==> config.mk <==
export PLATFORM = sky130hd
export DESIGN_NAME = sat_alu
export DESIGN_NICKNAME = d
export VERILOG_FILES = /design/src/rtl/sat_pkg.sv /design/src/rtl/sat_clamp.sv /design/src/rtl/sat_arith.sv /design/src/rtl/sat_alu.sv
export SDC_FILE = /design/constraint.sdc
export NUM_CORES = 1
export LEC_CHECK = 0
export ABC_CLOCK_PERIOD_IN_PS = 850
export BUFFER_PORTS_ARGS = -buffer_cell sky130_fd_sc_hd__clkbuf_2
export CORE_MARGIN = 3
export CORE_UTILIZATION = 55
export DETAILED_ROUTE_END_ITERATION = 12
export HOLD_SLACK_MARGIN = 0.02
export PLACE_DENSITY = 0.86
export SLEW_MARGIN = 25
export SYNTH_ARGS = -nofsm -noshare
export SYNTH_HDL_FRONTEND = slang
export SYNTH_SLANG_ARGS = --single-unit
==> constraint.sdc <==
create_clock -name clk_i -period 0.85 [get_ports clk_i]
set_input_delay 0.1275 -clock clk_i [delete_from_list [all_inputs] [get_ports clk_i]]
set_output_delay 0.1275 -clock clk_i [all_outputs]
set_load 0.03 [all_outputs]
==> src/rtl/sat_pkg.sv <==
package sat_pkg;
  typedef enum logic [3:0] {
    OP_SADD   = 4'd0,
    OP_SSUB   = 4'd1,
    OP_SDBL   = 4'd2,
    OP_UADD   = 4'd3,
    OP_USUB   = 4'd4,
    OP_WADD   = 4'd5,
    OP_SCLP   = 4'd6,
    OP_UCLP   = 4'd7,
    OP_SCLP16 = 4'd8,
    OP_UCLP16 = 4'd9
  } sat_op_e;
endpackage

==> src/rtl/sat_clamp.sv <==
module sat_clamp #(
  parameter int W  = 32,
  parameter int SW = 5
) (
  input  logic [W-1:0]  val_i,
  input  logic [SW-1:0] sh_i,
  input  logic          uns_i,
  output logic [W-1:0]  res_o,
  output logic          hit_o
);
  localparam logic signed [W-1:0] S_ZERO = '0;
  localparam logic signed [W-1:0] S_M1   = '1;

  logic signed [W-1:0] top;
  logic [W-1:0]        mask;

  assign top  = $signed(val_i) >>> sh_i;
  assign mask = (W'(1) << sh_i) - W'(1);

  always_comb begin
    res_o = val_i;
    hit_o = 1'b0;
    if (uns_i) begin
      if (val_i[W-1]) begin
        res_o = '0;
        hit_o = 1'b1;
      end else if (val_i > mask) begin
        res_o = mask;
        hit_o = 1'b1;
      end
    end else begin
      if (top > S_ZERO) begin
        res_o = mask;
        hit_o = 1'b1;
      end else if (top < S_M1) begin
        res_o = ~mask;
        hit_o = 1'b1;
      end
    end
  end
endmodule

==> src/rtl/sat_arith.sv <==
module sat_arith
  import sat_pkg::*;
#(
  parameter int W = 32
) (
  input  sat_op_e      op_i,
  input  logic [W-1:0] a_i,
  input  logic [W-1:0] b_i,
  output logic [W-1:0] res_o,
  output logic         hit_o
);
  localparam logic [W-1:0] S_MAX = {1'b0, {(W-1){1'b1}}};
  localparam logic [W-1:0] S_MIN = {1'b1, {(W-1){1'b0}}};

  logic [W:0]   sum_x, dif_x;
  logic [W-1:0] sum, dif, s_clamp;
  logic         add_ovf, sub_ovf, dbl_hi, dbl_lo;

  assign sum_x   = {1'b0, a_i} + {1'b0, b_i};
  assign dif_x   = {1'b0, a_i} - {1'b0, b_i};
  assign sum     = sum_x[W-1:0];
  assign dif     = dif_x[W-1:0];
  assign add_ovf = (a_i[W-1] == b_i[W-1]) && (sum[W-1] != a_i[W-1]);
  assign sub_ovf = (a_i[W-1] != b_i[W-1]) && (dif[W-1] != a_i[W-1]);
  assign s_clamp = a_i[W-1] ? S_MIN : S_MAX;
  // boundary value 0xC0.. counts as a clamp
  assign dbl_hi  = !a_i[W-1] && a_i[W-2];
  assign dbl_lo  = a_i[W-1] && (!a_i[W-2] || (a_i[W-3:0] == '0));

  always_comb begin
    res_o = '0;
    hit_o = 1'b0;
    unique case (op_i)
      OP_SADD: begin
        res_o = add_ovf ? s_clamp : sum;
        hit_o = add_ovf;
      end
      OP_SSUB: begin
        res_o = sub_ovf ? s_clamp : dif;
        hit_o = sub_ovf;
      end
      OP_SDBL: begin
        if (dbl_hi)      res_o = S_MAX;
        else if (dbl_lo) res_o = S_MIN;
        else             res_o = {a_i[W-2:0], 1'b0};
        hit_o = dbl_hi || dbl_lo;
      end
      OP_UADD: begin
        res_o = sum_x[W] ? '1 : sum;
        hit_o = sum_x[W];
      end
      OP_USUB: begin
        res_o = dif_x[W] ? '0 : dif;
        hit_o = dif_x[W];
      end
      OP_WADD: begin
        res_o = sum;
        hit_o = add_ovf;
      end
      default: ;
    endcase
  end
endmodule

==> src/rtl/sat_alu.sv <==
module sat_alu
  import sat_pkg::*;
#(
  parameter int DATA_W = 32
) (
  input  logic                      clk_i,
  input  logic                      rst_ni,
  input  logic                      valid_i,
  input  logic [3:0]                op_i,
  input  logic [DATA_W-1:0]         a_i,
  input  logic [DATA_W-1:0]         b_i,
  input  logic [$clog2(DATA_W)-1:0] width_i,
  input  logic                      clr_i,
  output logic [DATA_W-1:0]         res_o,
  output logic                      sticky_o
);
  localparam int SH_W   = $clog2(DATA_W);
  localparam int LANE_W = DATA_W / 2;
  localparam int LSH_W  = $clog2(LANE_W);
  localparam int NLANE  = 2;

  sat_op_e op;
  assign op = sat_op_e'(op_i);

  logic [DATA_W-1:0] ar_res, cl_res, lane_res, nxt_res;
  logic              ar_hit, cl_hit, nxt_hit;
  logic [NLANE-1:0]  lane_hit;

  sat_arith #(.W(DATA_W)) u_arith (
    .op_i (op),
    .a_i  (a_i),
    .b_i  (b_i),
    .res_o(ar_res),
    .hit_o(ar_hit)
  );

  sat_clamp #(.W(DATA_W), .SW(SH_W)) u_clamp (
    .val_i(a_i),
    .sh_i (width_i),
    .uns_i(op == OP_UCLP),
    .res_o(cl_res),
    .hit_o(cl_hit)
  );

  for (genvar g = 0; g < NLANE; g++) begin : g_lane
    sat_clamp #(.W(LANE_W), .SW(LSH_W)) u_lane (
      .val_i(a_i[g*LANE_W +: LANE_W]),
      .sh_i (width_i[LSH_W-1:0]),
      .uns_i(op == OP_UCLP16),
      .res_o(lane_res[g*LANE_W +: LANE_W]),
      .hit_o(lane_hit[g])
    );
  end

  always_comb begin
    nxt_res = '0;
    nxt_hit = 1'b0;
    case (op)
      OP_SADD, OP_SSUB, OP_SDBL, OP_UADD, OP_USUB, OP_WADD: begin
        nxt_res = ar_res;
        nxt_hit = ar_hit;
      end
      OP_SCLP, OP_UCLP: begin
        nxt_res = cl_res;
        nxt_hit = cl_hit;
      end
      OP_SCLP16, OP_UCLP16: begin
        nxt_res = lane_res;
        nxt_hit = |lane_hit;
      end
      default: ;
    endcase
  end

  always_ff @(posedge clk_i or negedge rst_ni) begin
    if (!rst_ni) begin
      res_o    <= '0;
      sticky_o <= 1'b0;
    end else begin
      if (valid_i) res_o <= nxt_res;
      if (valid_i && nxt_hit) sticky_o <= 1'b1;
      else if (clr_i)         sticky_o <= 1'b0;
    end
  end
endmodule

==> results of run 1 <==
==> what timing repair did <==
action	CTS
resized for setup	221
hold endpoints to repair	33
hold buffers	1
pin swaps	78
cloned	3
buffers inserted	60
setup endpoints to repair	66
==> metrics by stage <==
| stage | setup slack, ps | util, % | setup TNS (ps) | area [um2] |
|---|---|---|---|---|
| floorplan | -3630 | - | -114080 | 14500 |
| global placement | -3890 | 76.5 | -119020 | 19300 |
| detailed placement | -4090 | 76.5 | -128070 | 19300 |
| CTS | -3300 | 82.9 | -110060 | 20900 |
==> layer usage <==
layer / GRT usage (%) / overflow
met1: 82.8 / 14
met2: 92.6 / 123
met3: 77.8 / 17
met4: 84.4 / 106
met5: 50.3 / 1
==> cells by family after synthesis <==
logic type / Yosys count
buffers and inverters: 281
adder cells (fa/ha/maj): 133
AO/OA/AOI/OAI: 711
XOR/XNOR: 55
flip-flops: 33
other: 1
AND/OR/NAND/NOR: 670
multiplexers: 154
==> cells in the mapped netlist, drive strengths merged (15+ instances only) <==
cell,count
nor2,236
o21ai,184
a21oi,174
nand2,151
ha,128
clkbuf,119
inv,101
mux2i,89
buf,59
nor3,52
xnor2,47
nand3,43
o211ai,41
o22ai,36
mux4,34
dfrtp,33
mux2,31
nand4,28
a21o,27
a211oi,24
nand2b,24
nor2b,24
nor4,24
a221oi,19
a31oi,19
or3,17
o2111ai,16
o221ai,16
and2,15
==> results.md, run 1 <==
* CTS root buf: clkbuf_16
* Post-synthesis mux area share at 14.2%
* IO Pins at 110
* Post-Synth Simple-Gate Area at 22.8%
* Error: [ERROR GRT-0116] Global routing finished with congestion. Check the congestion regions in the DRC Viewer.
* DP HPWL at 57.2 mm
* Adder-cell share of the synthesized area at 11.9%
* Placement Rows at 58
* Register area share after synthesis at 5.85%
* Synth Instances at 2,038
* Largest family of logic cells by synthesized area: compound AO/OA/AOI/OAI gates
* Yosys warns at 0
* Die W at 166 um
* Synth area leaders: ha_1 (11%), mux2i_1 (6.3%), o21ai_0 (6.2%)
* Number of global-route vias before repair at 27,700
* Top cell type's share of synthesized area at 11.3%
* CTS Buf Count at 5
* Starting Density at 56.1%
* Post-synth ARST share at 100%
* Total Routing Usage GR at 83.8%
* Post-synthesis compound-gate area fraction at 33.0%
* Yosys reg bits at 33
* Netlist cell types at 102
* RD Place Congestion at 1.16
* Die Height at 166 um
* Avg Cell Area, Syn at 6.93 um2
* Top FF cell, synth: dfrtp_1
* Placed Cells at 2,911
* Stop stage: global routing (5_1_grt)
* Post-synthesis xor/xnor area fraction at 3.41%
* Status: stopped before the end
* Synth Cell Area at 14,100 um2
* CTS Sinks at 33
* Largest net degree at the start of global routing at 71
* H-tree levels at 2
* Area leader, netlist: ha_1
* Post-synth EDFFs at 0
* Deepest clock path buffer count at 2
* Total grt overflow at 261
* # port buffers at 109
* First-pass GRT wire length at 183 mm
==> run 2: changes to the inputs <==
--- a/config.mk
+++ b/config.mk
@@ -5,13 +5,12 @@
 export SDC_FILE = /design/constraint.sdc
 export NUM_CORES = 1
 export LEC_CHECK = 0
-export ABC_CLOCK_PERIOD_IN_PS = 850
+export ABC_CLOCK_PERIOD_IN_PS = 1100
 export BUFFER_PORTS_ARGS = -buffer_cell sky130_fd_sc_hd__clkbuf_2
 export CORE_MARGIN = 3
-export CORE_UTILIZATION = 55
+export CORE_UTILIZATION = 40
 export DETAILED_ROUTE_END_ITERATION = 12
-export HOLD_SLACK_MARGIN = 0.02
-export PLACE_DENSITY = 0.86
+export PLACE_DENSITY_LB_ADDON = 0.15
 export SLEW_MARGIN = 25
 export SYNTH_ARGS = -nofsm -noshare
 export SYNTH_HDL_FRONTEND = slang
==> constraint.sdc (replaced) <==
create_clock -name clk_i -period 1.1 [get_ports clk_i]
set_input_delay 0.165 -clock clk_i [delete_from_list [all_inputs] [get_ports clk_i]]
set_output_delay 0.165 -clock clk_i [all_outputs]
set_load 0.03 [all_outputs]
==> run 2 against run 1 <==
  * The flow now finishes, with violations (negative setup slack)
  * Synthesized cell count is the same
  * Area after synthesis stayed put
==> results.md, run 2 <==
* Status: complete, but fails checks
* Failing checks: negative setup slack
* Largest regs: res_o: 32 flops, sticky_o: 1 flops
* P_leak at 9.59 nW
* Worst-margin pin slew at 1070 ps
* Netlist cell types at 102
* Drt first pass iters at 6
* Fin nets at 2,888
* VDD IR max at 0.567 mV
* Vias per inst at 6.32
* CTS Buf Count at 5
* Avg Cell Area, Syn at 6.93 um2
* Number of global-route vias before repair at 19,300
* Placement Rows at 68
* CTS Sinks at 33
* Final cell count without fillers at 3,136
* Slowest-stage cell, CP: fa_2
* Area leader, netlist: ha_1
* Drt drc at 0
* Vias post-DR at 19,800
* Largest Register: res_o
* Max reg flops at 32
* Die W at 194 um
* Commonest cells post-synth: nor2_1 (234), o21ai_0 (176), a21oi_1 (173)
* Worst Hold Class: input pin to asynchronous set/reset pin
* # port buffers at 109
* Pwr/cell area at 675 nW/um2
* Worst slew margin at 28.8%
* Final Util at 61.6%
* Clock skew at 0 ps
* Area grow syn2layout at 51.4%
* Setup TNS at -99,460 ps
* Fin. Hold Viols at 0
* Yosys reg bits at 33
* Synth Cell Area at 14,100 um2
* Worst setup EP type: flip-flop
* Max FO, Critical Path at 4
* Worst-skew pair later-pin latency at 290 ps
* DR WL/cell at 24.4 um
* Placed Cells at 3,085
* Yosys warns at 0
* Max stage delay on crit path at 520 ps
* Most common cell in the synthesized netlist: nor2_1
* Final Worst Setup Slack at -3180 ps
* Total grt overflow at 0
* Slew Limit Fails at 0
* Total Routing Usage GR at 38.2%
* Most used cell, CP: a21oi_2
* DP HPWL at 60.1 mm
* IO Pins at 110
* Area of placed instances at 19,800 um2
* Critical Path Source Type: input pin
* Max Clk Rate at 0.234 GHz
* Starting Density at 40.7%
* Drt first-iter violations at 2,306
* Register area share after synthesis at 5.85%
* Top FF cell, synth: dfrtp_1
* Post-Route WL at 76.6 mm
* Pre-CTS setup slack at -3720 ps
* RSZ-0062 raised after global routing: true
* Diodes inserted at 0
* Pwr Total at 14.4 mW
* Most frequent cells in the layout: buf_4 (660), nor2_1 (221), o21ai_0 (153)
* RD Place Congestion at 1.05
* H-tree levels at 2
* Setup CP Type: input pin to flip-flop
* Fraction of layout cells with a size suffix above 1 at 41.0%
* Most common cell after layout, fill and taps aside: buf_4
* Final setup violation count at 34
* Post-synth EDFFs at 0
* Clock slew at reported path FFs at 60 ps
* Post-route ant nets at 0
* Final Cycle Share at 389%
* Max Cap Violations at 0
* Crit path arrival time at 4490 ps
* CTS tree: yes
* WHS at 373 ps
* Initial antenna violation count at 0
* Synth area leaders: ha_1 (11%), mux2i_1 (6.3%), o21ai_0 (6.2%)
* Synth Instances at 2,038
* Tmin final at 4280 ps
* Deepest clock path buffer count at 2
* Die Height at 194 um
* Worst path required time at 1310 ps
* Post-synth ARST share at 100%
* Design Area, Final at 21,400 um2
* Area of the core at 34,700 um2
* Die area at 37,600 um2
* Top cell type's share of synthesized area at 11.3%
* Largest net degree at the start of global routing at 71
* First-pass GRT wire length at 114 mm
* CTS root buf: clkbuf_16
run 2: kinds of logic (layout without fill, tap and decap cells):
logic type	Yosys count	count (layout)	synth area share (%)
other	1	3	0.0265
multiplexers	154	154	14.2
AND/OR/NAND/NOR	670	671	22.8
flip-flops	33	33	5.85
XOR/XNOR	55	55	3.41
AO/OA/AOI/OAI	711	712	33.0
buffers and inverters	281	920	8.74
adder cells (fa/ha/maj)	133	133	11.9
run 2: path summary, 6_finish.rpt:
| kind | slack [ps] | cells after the start | startpoint | to |
|---|---|---|---|---|
| worst min register to register | 530 | 1 | res_o[4]$_DFFE_PN0P_ | res_o[4]$_DFFE_PN0P_ |
| min in group clk_i | 380 | 4 | a_i[1] | res_o[1]$_DFFE_PN0P_ |
| worst max-delay path | -3180 | 28 | b_i[1] | res_o[2]$_DFFE_PN0P_ |
| worst max register to register | 80 | 3 | sticky_o$_DFFE_PN0P_ | sticky_o$_DFFE_PN0P_ |
| worst min-delay path | 370 | 3 | rst_ni | res_o[26]$_DFFE_PN0P_ |
| max in group asynchronous | 530 | 3 | rst_ni | res_o[7]$_DFFE_PN0P_ |
run 2: critical path: cells and delay by family:
kind	cells	cell delay [ps]
AND/OR/NAND/NOR	6	560
AO/OA/AOI/OAI	15	2560
adder cells (fa/ha/maj)	2	710
buffers and inverters	5	500
run 2: power by group:
group / internal, mW / switching [mW] / total [mW]
Sequential: 1.40 / 0.187 / 1.59
Combinational: 5.11 / 6.29 / 11.4
Clock: 0.833 / 0.598 / 1.43
Total: 7.34 / 7.08 / 14.4
run 2: layout make-up:
| class | instances | area [um2] |
|---|---|---|
| inverter | 103 | 392 |
| timing repair buffer | 809 | 6180 |
| sequential | 33 | 826 |
| clock buffer | 6 | 129 |
| tap | 455 | 569 |
| clock inverter | 2 | 10.0 |
| multi-input combinational | 1728 | 13300 |
| fill | 3180 | 13300 |
run 2: repair_timing:
| action | in CTS | in global routing |
|---|---|---|
| cloned | 2 | 1 |
| hold buffers | 1 | 0 |
| endpoints found under the setup margin | 33 | 35 |
| gates resized for setup | 127 | 93 |
| endpoints found under the hold margin | 33 | 0 |
| pin swaps | 61 | 63 |
| buffers inserted | 24 | 18 |
run 2: routing by layer:
metal	wire length, um	vias to the layer above	track usage (%)
li1	-	8916	-
met1	30300	9363	48.1
met2	34200	1225	63.1
met3	6590	313	5.44
met4	5570	0	21.0
met5	0	-	0
(Power assumes the default switching activity.)
